File: src/rtl/divx_pkg.sv
package divx_pkg;
   typedef enum logic [1:0] {
      ST_IDLE = 2'd0,
      ST_RUN  = 2'd1,
      ST_FIX  = 2'd2
   } divx_state_e;
endpackage

File: src/rtl/divx_prep.sv
module divx_prep #(
   parameter int W = 16
) (
   input  logic [2*W-1:0] dividend,
   input  logic [W-1:0]   divisor,
   input  logic           size_word,
   input  logic           is_signed,
   output logic [W-1:0]   p_init,
   output logic [W-1:0]   q_init,
   output logic [W-1:0]   d_mag,
   output logic           dvd_neg,
   output logic           dvs_neg,
   output logic           div_zero,
   output logic           hi_ovf
);
   localparam int H = W / 2;

   logic [2*W-1:0] dvd_ext, dvd_mag;
   logic [W-1:0]   dvs_ext;

   always_comb begin
      dvd_neg = is_signed & (size_word ? dividend[2*W-1] : dividend[W-1]);
      dvs_neg = is_signed & (size_word ? divisor[W-1] : divisor[H-1]);
      if (size_word) begin
         dvd_ext = dividend;
         dvs_ext = divisor;
      end else begin
         dvd_ext = {{W{dvd_neg}}, dividend[W-1:0]};
         dvs_ext = {{H{dvs_neg}}, divisor[H-1:0]};
      end
      dvd_mag = dvd_neg ? (~dvd_ext + 1'b1) : dvd_ext;
      d_mag   = dvs_neg ? (~dvs_ext + 1'b1) : dvs_ext;
      if (size_word) begin
         p_init = dvd_mag[2*W-1:W];
         q_init = dvd_mag[W-1:0];
      end else begin
         p_init = {{H{1'b0}}, dvd_mag[W-1:H]};
         q_init = {dvd_mag[H-1:0], {H{1'b0}}};
      end
      div_zero = (d_mag == '0);
      hi_ovf   = !div_zero && (p_init >= d_mag);
   end
endmodule

File: src/rtl/divx_core.sv
module divx_core #(
   parameter int W = 16
) (
   input  logic         clk,
   input  logic         rst_n,
   input  logic         load,
   input  logic         step,
   input  logic [W-1:0] p_init,
   input  logic [W-1:0] q_init,
   input  logic [W-1:0] d_init,
   output logic [W-1:0] rem_mag,
   output logic [W-1:0] quo_mag
);
   logic [W-1:0] p_q, q_q, d_q;
   logic [W:0]   trial, diff;
   logic         fits;

   always_comb begin
      trial = {p_q, q_q[W-1]};
      diff  = trial - {1'b0, d_q};
      fits  = (trial >= {1'b0, d_q});
   end

   always_ff @(posedge clk or negedge rst_n) begin
      if (!rst_n) begin
         p_q <= '0;
         q_q <= '0;
         d_q <= '0;
      end else if (load) begin
         p_q <= p_init;
         q_q <= q_init;
         d_q <= d_init;
      end else if (step) begin
         p_q <= fits ? diff[W-1:0] : trial[W-1:0];
         q_q <= {q_q[W-2:0], fits};
      end
   end

   assign rem_mag = p_q;
   assign quo_mag = q_q;

   // restoring invariant, partial remainder stays below the divisor
   a_r2_rem_below_div: assert property (@(posedge clk) disable iff (!rst_n)
      step |-> (p_q < d_q));
endmodule

File: src/rtl/divx_fix.sv
module divx_fix #(
   parameter int W = 16
) (
   input  logic [W-1:0] q_mag,
   input  logic [W-1:0] r_mag,
   input  logic         size_word,
   input  logic         is_signed,
   input  logic         q_neg,
   input  logic         r_neg,
   output logic [W-1:0] quo_f,
   output logic [W-1:0] rem_f,
   output logic         ovf
);
   localparam int H = W / 2;
   localparam logic [W-1:0] LIM_W = W'(1) << (W - 1);
   localparam logic [W-1:0] LIM_B = W'(1) << (H - 1);
   localparam logic [W-1:0] MSK_B = {{H{1'b0}}, {H{1'b1}}};

   logic [W-1:0] lim, mask, qs, rs;

   always_comb begin
      lim   = size_word ? LIM_W : LIM_B;
      mask  = size_word ? '1 : MSK_B;
      ovf   = is_signed && (q_neg ? (q_mag > lim) : (q_mag >= lim));
      qs    = q_neg ? (~q_mag + 1'b1) : q_mag;
      rs    = r_neg ? (~r_mag + 1'b1) : r_mag;
      quo_f = qs & mask;
      rem_f = rs & mask;
   end
endmodule

File: src/rtl/divx_top.sv
module divx_top #(
   parameter int WORD_W = 16
) (
   input  logic                clk,
   input  logic                rst_n,
   input  logic                start,
   input  logic                size_word,
   input  logic                is_signed,
   input  logic [2*WORD_W-1:0] dividend,
   input  logic [WORD_W-1:0]   divisor,
   output logic                busy,
   output logic                done,
   output logic [2*WORD_W-1:0] result,
   output logic                quo_zero,
   output logic                quo_neg,
   output logic                div_zero,
   output logic                overflow
);
   import divx_pkg::*;

   localparam int W  = WORD_W;
   localparam int H  = W / 2;
   localparam int CW = $clog2(W + 1);

   generate
      if (W < 4 || (W % 2) != 0) begin : g_bad_width
         $error("divx_top: WORD_W must be even and at least 4");
      end
   endgenerate

   divx_state_e    st_q;
   logic [CW-1:0]  cnt_q;
   logic [2*W-1:0] saved_q;
   logic           word_q, sgn_q, qneg_q, rneg_q, dz_q, hov_q;

   logic [W-1:0] p_init, q_init, d_mag, rem_mag, quo_mag, quo_f, rem_f;
   logic         dvd_neg, dvs_neg, dz_c, hov_c, fix_ovf;
   logic         load, step, err;

   divx_prep #(.W(W)) u_prep (
      .dividend(dividend), .divisor(divisor), .size_word(size_word),
      .is_signed(is_signed), .p_init(p_init), .q_init(q_init),
      .d_mag(d_mag), .dvd_neg(dvd_neg), .dvs_neg(dvs_neg),
      .div_zero(dz_c), .hi_ovf(hov_c));

   assign load = (st_q == ST_IDLE) && start;
   assign step = (st_q == ST_RUN);

   divx_core #(.W(W)) u_core (
      .clk(clk), .rst_n(rst_n), .load(load), .step(step),
      .p_init(p_init), .q_init(q_init), .d_init(d_mag),
      .rem_mag(rem_mag), .quo_mag(quo_mag));

   divx_fix #(.W(W)) u_fix (
      .q_mag(quo_mag), .r_mag(rem_mag), .size_word(word_q),
      .is_signed(sgn_q), .q_neg(qneg_q), .r_neg(rneg_q),
      .quo_f(quo_f), .rem_f(rem_f), .ovf(fix_ovf));

   assign err  = dz_q | hov_q | fix_ovf;
   assign busy = (st_q != ST_IDLE);

   always_ff @(posedge clk or negedge rst_n) begin
      if (!rst_n) begin
         st_q     <= ST_IDLE;
         cnt_q    <= '0;
         saved_q  <= '0;
         word_q   <= 1'b0;
         sgn_q    <= 1'b0;
         qneg_q   <= 1'b0;
         rneg_q   <= 1'b0;
         dz_q     <= 1'b0;
         hov_q    <= 1'b0;
         done     <= 1'b0;
         result   <= '0;
         quo_zero <= 1'b0;
         quo_neg  <= 1'b0;
         div_zero <= 1'b0;
         overflow <= 1'b0;
      end else begin
         done <= 1'b0;
         case (st_q)
            ST_IDLE: if (start) begin
               saved_q <= dividend;
               word_q  <= size_word;
               sgn_q   <= is_signed;
               qneg_q  <= dvd_neg ^ dvs_neg;
               rneg_q  <= dvd_neg;
               dz_q    <= dz_c;
               hov_q   <= hov_c;
               cnt_q   <= size_word ? CW'(W - 1) : CW'(H - 1);
               st_q    <= (dz_c || hov_c) ? ST_FIX : ST_RUN;
            end
            ST_RUN: begin
               if (cnt_q == '0) st_q <= ST_FIX;
               else cnt_q <= cnt_q - 1'b1;
            end
            default: begin
               st_q     <= ST_IDLE;
               done     <= 1'b1;
               div_zero <= dz_q;
               overflow <= !dz_q && err;
               if (err) begin
                  result   <= saved_q;
                  quo_zero <= 1'b0;
                  quo_neg  <= 1'b0;
               end else begin
                  result   <= word_q ? {rem_f, quo_f}
                                     : {saved_q[2*W-1:W], rem_f[H-1:0], quo_f[H-1:0]};
                  quo_zero <= (quo_f == '0);
                  quo_neg  <= word_q ? quo_f[W-1] : quo_f[H-1];
               end
            end
         endcase
      end
   end

   // done lasts one cycle and never overlaps busy
   a_r7_done_pulse: assert property (@(posedge clk) disable iff (!rst_n)
      done |=> !done);
   a_r7_done_idle: assert property (@(posedge clk) disable iff (!rst_n)
      done |-> !busy);
   // divide by zero returns the dividend with clear quotient flags
   a_r4_div0_keeps: assert property (@(posedge clk) disable iff (!rst_n)
      (done && div_zero) |-> (result == saved_q && !quo_zero && !quo_neg && !overflow));
   // overflow returns the dividend
   a_r5_ovf_keeps: assert property (@(posedge clk) disable iff (!rst_n)
      (done && overflow) |-> (result == saved_q && !quo_zero && !quo_neg));
   // nonzero signed remainder carries the dividend sign
   a_r3_rem_sign: assert property (@(posedge clk) disable iff (!rst_n)
      (done && sgn_q && !div_zero && !overflow &&
       (word_q ? result[2*W-1:W] != '0 : result[W-1:H] != '0))
      |-> ((word_q ? result[2*W-1] : result[W-1]) == rneg_q));
   // captured operands do not change while busy
   a_r8_start_ignored: assert property (@(posedge clk) disable iff (!rst_n)
      busy |=> $stable(saved_q));
endmodule

File: config.mk
export PLATFORM = sky130hd
export DESIGN_NAME = divx_top
export DESIGN_NICKNAME = d
export VERILOG_FILES = /design/src/rtl/divx_pkg.sv /design/src/rtl/divx_prep.sv /design/src/rtl/divx_core.sv /design/src/rtl/divx_fix.sv /design/src/rtl/divx_top.sv
export SDC_FILE = /design/constraint.sdc
export NUM_CORES = 1
export LEC_CHECK = 0
export BUFFER_PORTS_ARGS = -buffer_cell sky130_fd_sc_hd__buf_2
export CORE_ASPECT_RATIO = 1.2
export CORE_MARGIN = 2
export CORE_UTILIZATION = 45
export CTS_CLUSTER_SIZE = 40
export DETAILED_ROUTE_END_ITERATION = 6
export PLACE_DENSITY = 0.6
export SYNTH_ARGS = -nofsm -noshare
export SYNTH_HDL_FRONTEND = slang
export SYNTH_SLANG_ARGS = --single-unit
File: constraint.sdc
create_clock -name clk -period 4.3 [get_ports clk]
set_input_delay 0.645 -clock clk [delete_from_list [all_inputs] [get_ports clk]]
set_output_delay 0.645 -clock clk [all_outputs]
set_load 0.01 [all_outputs]
Yosys cells after proc, flatten, opt, wreduce, memory -nomap -nowiden
Index checks and enable logic that the tools add are counted. Widths: inputs -> output; s select.

Muxes and demuxes: 32. Add/sub/neg operators: 6. Equal/unequal tests: 4. Reductions and logical operators: 18. Magnitude comparators: 4. Bitwise gates (word level): 11.

Operators by type and width (number): $mux 16 (13); $mux 32 (4); $add 16x1->16 const B (3); $not 16->16 (3); $add 32x1->32 const B (1); $and 16x16->16 (2); $ge 16x16->1 (2); $logic_not 16->1 (2); $not 32->32 (1); $ge 17x16->1 (1); $gt 16x16->1 (1); $sub 16x16->16 (1); $mux 5 (2); $pmux 5 s2 (1); $mux 1 (7); $mux 2 (3); $reduce_bool 2->1 (3); $logic_not 5->1 (1); $sub 5x1->5 const B (1); $logic_and 1x1->1 (4); $mux 4 (1); $ne 2x2->1 const B (2); $pmux 2 s2 (1); $reduce_and 2->1 (2); other kinds (10) (13).

Bits in registers: 130.

Logic depth before layout (Yosys ltp)
Depth in word-level cells: 13. Mapped depth: 16.

Hierarchy
Synthesis repeated with hierarchy kept, for this count alone.

Cells, all modules: 1153. Area, all modules: 9793.1 sq um.

Modules (own cells, without submodules): divx_top (cells each 363, area an instance 3674.8 sq um, seq. area each 2052.0 sq um, instances 1); divx_core (cells each 355, area an instance 3121.7 sq um, seq. area each 1201.2 sq um, instances 1); divx_prep (cells each 312, area an instance 2122.0 sq um, seq. area each 0.0 sq um, instances 1); divx_fix (cells each 123, area an instance 874.6 sq um, seq. area each 0.0 sq um, instances 1).

Worst setup path before layout
OpenSTA, ideal clock, no wires.

Path kind: input to register. From: in dividend[2]. To: reg st_q[0]. Setup slack: 225 ps. Buffers on the path: 1. Library setup time: 101 ps. Data required time: 4199 ps. Stages on the path: 14. Arrival: 3974 ps. Path through: clkbuf_1 nor4_1 nand4_1 nor4_1 a31oi_1 xor2_1 and2_1 ha_1 a2111o_1 nor3_1 nand2_1 or2_2 o21a_1 o32ai_1.

Word-level cells in the longest chain between the ends: 11.

RTL lines: start: declaration (line divx_top.sv:9) `input logic [2*WORD_W-1:0] dividend,`; $mux 32 (line divx_prep.sv:24) `if (size_word) begin`; $not 32->32 (line divx_prep.sv:31) `dvd_mag = dvd_neg ? (~dvd_ext + 1'b1) : dvd_ext;`; $add 32x1->32 (line divx_prep.sv:31); $mux 32 (line divx_prep.sv:31); $mux 16 (line divx_prep.sv:33) `if (size_word) begin`; $ge 16x16->1 (line divx_prep.sv:41) `hi_ovf = !div_zero && (p_init >= d_mag);`; $logic_and 1x1->1 (line divx_prep.sv:41); $logic_or 1x1->1 (line divx_top.sv:91) `st_q <= (dz_c || hov_c) ? ST_FIX : ST_RUN;`; $mux 2 (line divx_top.sv:91); $mux 2 (line divx_top.sv:82) `ST_IDLE: if (start) begin`; $pmux 2 s2 (line divx_top.sv:81) `case (st_q)`; end signal: assignment (line divx_top.sv:91); end: declaration (line divx_top.sv:31) `divx_state_e st_q;`.

Every way passes these cells. The select of a mux whose other input is x is not followed. A chain may end at the register's enable or synchronous reset.

Worst setup path in the final report
From: in dividend[9]. To: reg st_q[0].

Word-level cells in the longest chain between the ends: 11.

RTL lines (line): $mux 32 (*) (divx_prep.sv:24); $not 32->32 (divx_prep.sv:31); $add 32x1->32 (divx_prep.sv:31); $mux 32 (*) (divx_prep.sv:31); $mux 16 (*) (divx_prep.sv:33); $ge 16x16->1 (*) (divx_prep.sv:41); $logic_and 1x1->1 (*) (divx_prep.sv:41); $logic_or 1x1->1 (*) (divx_top.sv:91); $mux 2 (*) (divx_top.sv:91); $mux 2 (*) (divx_top.sv:82); $pmux 2 s2 (*) (divx_top.sv:81).

Mark *: on every way between the ends. The rest lies on a longest branch, timed or not. The select of a mux whose other input is x is not followed.

==> load_flow_metrics.sql <==
INSERT INTO impl_metrics (metric_group, metric, value, unit) VALUES
('power_and_ir_drop', 'sequentialPowerShare', '0.278', ''),
('route', 'firstDrtPassIters', '6', ''),
('route', 'postRouteAntennaNets', '0', ''),
('clock_tree', 'h_tree_level_count', '4', ''),
('clock_tree', 'post-cts-setup-buffers', '0', ''),
('cells_and_area', 'areaGrowthSynthToFinish', '16.5', '%'),
('setup_path', 'critical_path.max_fanout', '6', ''),
('yosys', 'synth.yosys.warnings', '0', ''),
('power_and_ir_drop', 'power-per-cell-area', '803', 'nW/µm²'),
('floorplanning', 'core_region_area', '20300', 'µm²'),
('setup_path', 'arrival', '4.12', 'ns'),
('route', 'routedWlPerCell', '19.7', 'µm'),
('timing', 'timing.final.crit_share', '0.881', ''),
('yosys', 'number_of_synthesized_flops_with_an_enable_pin', '0', ''),
('floorplanning', 'dieWidth', '135', 'µm'),
('yosys', 'synth_top_cells_by_area', 'sky130_fd_sc_hd__dfrtp_1, sky130_fd_sc_hd__nand2_1, sky130_fd_sc_hd__ha_1', ''),
('clock_tree', 'cts_resized', '0', ''),
('yosys', 'synth.lib_cells_used.distinct', '75', ''),
('yosys', 'synth.most_common_cell', 'sky130_fd_sc_hd__nand2_1', ''),
('floorplanning', 'die_span_y', '161', 'µm'),
('setup_path', 'worstPathCellList', 'buf_2 -> nor4_1 -> nand4_1 -> nor4_1 -> buf_4 -> a31oi_1 -> xor2_1 -> and2_1 -> ha_1 -> a2111o_1 -> nor3_1 -> nand2_1 -> or2_2 -> o21a_1 -> o32ai_1', ''),
('timing', 'layout_min_cycle_time', '3.79', 'ns'),
('power_and_ir_drop', 'switchingPower', '3.87', 'mW'),
('setup_path', 'critPathSlowestCell', 'sky130_fd_sc_hd__nor4_1', ''),
('power_and_ir_drop', 'share_clk_of_total_power', '0.202', ''),
('yosys', 'top_cell_type_s_share_of_synthesized_area', '0.350', ''),
('yosys', 'postSynthNetCount', '1221', ''),
('timing', 'unrepaired_setup_endpoints_after_global_routing', 'false', ''),
('global_route', 'grt_pass1_vias', '8311', ''),
('job', 'timing.max_cap.violations', '0', ''),
('yosys', 'synth-seq-cells', '130', ''),
('clock_tree', 'worstSkewPairLatency', '0.43', 'ns'),
('yosys', 'commonest_cells_post_synth', 'sky130_fd_sc_hd__nand2_1, sky130_fd_sc_hd__dfrtp_1, sky130_fd_sc_hd__nor2_1', ''),
('route', 'detail_route.iter0.violations', '734', ''),
('global_route', 'grt_first_pass_wirelength', '46.7', 'mm'),
('setup_path', 'path_common_cell', 'sky130_fd_sc_hd__nor4_1', ''),
('yosys', 'synthArstFlopShare', '1.00', ''),
('setup_path', 'cpPeakStageDelay', '0.47', 'ns'),
('cells_and_area', 'finalInstanceArea', '10800', 'µm²'),
('setup_path', 'r2r-start', 'word_q', ''),
('global_route', 'total_global_routing_track_utilization', '0.276', ''),
('timing', 'max-slew-margin-rel', '0.218', ''),
('placed_design', 'gp_routability_congestion', '0.979', ''),
('power_and_ir_drop', 'leakage_power', '4.88', 'nW'),
('power_and_ir_drop', 'comb_power_share', '0.520', ''),
('timing', 'setup_viol', '0', ''),
('yosys', 'synth_seq_area_share', '0.350', ''),
('clock_tree', 'numClockSinks', '130', ''),
('route', 'detail_route.wirelength', '29.3', 'mm'),
('setup_path', 'critPathCaptureType', 'flop', ''),
('setup_path', 'critPathKind', 'in2reg', ''),
('placed_design', 'postPlaceCellArea', '10100', 'µm²'),
('setup_path', 'r2r_slack', '0.92', 'ns'),
('route', 'drc_errors', '0', ''),
('clock_tree', 'cts_buffers', '17', ''),
('outcome', 'outcome', 'finished, final reports clean', ''),
('floorplanning', 'initial_core_util', '0.459', ''),
('cells_and_area', 'final_layout_size_suffix_gt1_frac', '0.154', ''),
('route', 'routed-via-count', '8679', ''),
('timing', 'hold_viol_final', '0', ''),
('global_route', 'grt_antenna_before_repair', '0', ''),
('clock_tree', 'clock_path_buffers', '2', ''),
('clock_tree', 'clk_pin_slew', '0.06', 'ns'),
('setup_path', 'r2r_cells', '9', ''),
('timing', 'maxClockFrequency', '264', 'MHz'),
('cells_and_area', 'fin_cells', '1484', ''),
('timing', 'final.setup.tns', '0', 'ns'),
('cells_and_area', 'antenna_cells', '0', ''),
('route', 'vias_per_cell', '5.85', ''),
('clock_tree', 'hold_buffers', '0', ''),
('global_route', 'pin_count_of_the_biggest_net_entering_global_routing', '91', '');
==> layout by cell type (no fill, tap or decap), types with 8 or more instances in the layout <==
cell type                   instances
sky130_fd_sc_hd__o21ai_1            8
sky130_fd_sc_hd__inv_1             52
sky130_fd_sc_hd__nand4_1            8
sky130_fd_sc_hd__o21ai_0           71
sky130_fd_sc_hd__xnor2_1           46
sky130_fd_sc_hd__o22ai_1            9
sky130_fd_sc_hd__mux2_2             8
sky130_fd_sc_hd__a31oi_1           17
sky130_fd_sc_hd__nor2b_1            8
sky130_fd_sc_hd__ha_1              41
sky130_fd_sc_hd__nand3_1           14
sky130_fd_sc_hd__nor4_1            12
sky130_fd_sc_hd__mux2i_1           39
sky130_fd_sc_hd__clkbuf_16         17
sky130_fd_sc_hd__nor3_1            25
sky130_fd_sc_hd__nand2_1          212
sky130_fd_sc_hd__or3_1              9
sky130_fd_sc_hd__a21oi_1           50
sky130_fd_sc_hd__o41ai_1           14
sky130_fd_sc_hd__or4_1              9
sky130_fd_sc_hd__nor2_1            72
sky130_fd_sc_hd__buf_2             89
sky130_fd_sc_hd__dfrtp_1          130
sky130_fd_sc_hd__or2_2             10
sky130_fd_sc_hd__and2_1             9
sky130_fd_sc_hd__o31ai_1           23
sky130_fd_sc_hd__a22oi_1            8
sky130_fd_sc_hd__o221ai_1           9
sky130_fd_sc_hd__xor2_1            33
sky130_fd_sc_hd__buf_4             34
sky130_fd_sc_hd__nand2b_1          11
==> cell families after synthesis <==
| family | Yosys count | share of synthesized area |
|---|---|---|
| buf+inv | 118 | 0.0489 |
| flops | 130 | 0.350 |
| compound gates | 282 | 0.205 |
| fa+ha+maj | 42 | 0.0574 |
| mux | 47 | 0.0517 |
| simple gates | 428 | 0.213 |
| xor+xnor | 79 | 0.0745 |
==> through the flow <==
| step | power [mW] | utilization | hold slack (ns) |
|---|---|---|---|
| floorplan | 5.49 | - | 0.349 |
| global placement | 6.87 | 0.500 | 0.454 |
| detailed placement | 6.90 | 0.500 | 0.462 |
| CTS | 8.68 | 0.535 | 0.337 |
| global route | 9.34 | 0.535 | 0.351 |
| finish | 8.70 | 0.535 | 0.281 |
==> sequential cells by signal (all words and copies together) (netlist names), 2 cells and up <==
name,flops
cnt_q,5
saved_q,32
u_core.quo_mag,16
u_core.d_q,16
u_core.rem_mag,16
result,32
st_q,2
==> cell type report <==
| cell class | count | area (µm²) |
|---|---|---|
| well taps | 265 | 332 |
| inverters | 53 | 199 |
| multi-input cells | 878 | 5590 |
| clock inverters | 14 | 273 |
| repair buffers | 126 | 752 |
| fillers | 1963 | 9430 |
| clock buffers | 18 | 429 |
| flip-flops and latches | 130 | 3250 |
==> worst max path at each step <==
stage                     start       to  slack [ns]  depth (start not counted)
finish              dividend[9]  st_q[0]        0.51                         15
global route        dividend[9]  st_q[0]        0.26                         15
CTS                 dividend[9]  st_q[0]        0.60                         15
detailed placement  dividend[9]  st_q[0]        0.18                         15
global placement    dividend[9]  st_q[0]        0.21                         15
floorplan           dividend[2]  st_q[0]        0.22                         14
==> critical path, delay by kind of cell <==
family	cells	cell delay (ns)
buffers and inverters	2	0.31
adder cells (fa/ha/maj)	1	0.18
XOR/XNOR	1	0.17
AO/OA/AOI/OAI	4	0.87
AND/OR/NAND/NOR	7	1.94
==> power groups by stage <==
stage / Sequential [mW] / Combinational [mW] / Clock (mW)
2_1_floorplan: 2.25 / 3.25 / 0
3_3_place_gp: 2.41 / 4.46 / 0
3_5_place_dp: 2.42 / 4.48 / 0
4_1_cts: 2.40 / 4.51 / 1.77
5_1_grt: 2.49 / 5.02 / 1.82
6_report: 2.42 / 4.52 / 1.76
==> metal layers <==
metal | vias to the layer above | global-route usage | wire [µm]
met2 | 305 | 0.440 | 13600
met4 | 0 | 0.0914 | 847
met1 | 4121 | 0.388 | 13200
li1 | 4190 | - | -
met3 | 63 | 0.0383 | 1590
met5 | - | 0 | 0
Power figures use the tool's default switching activity.
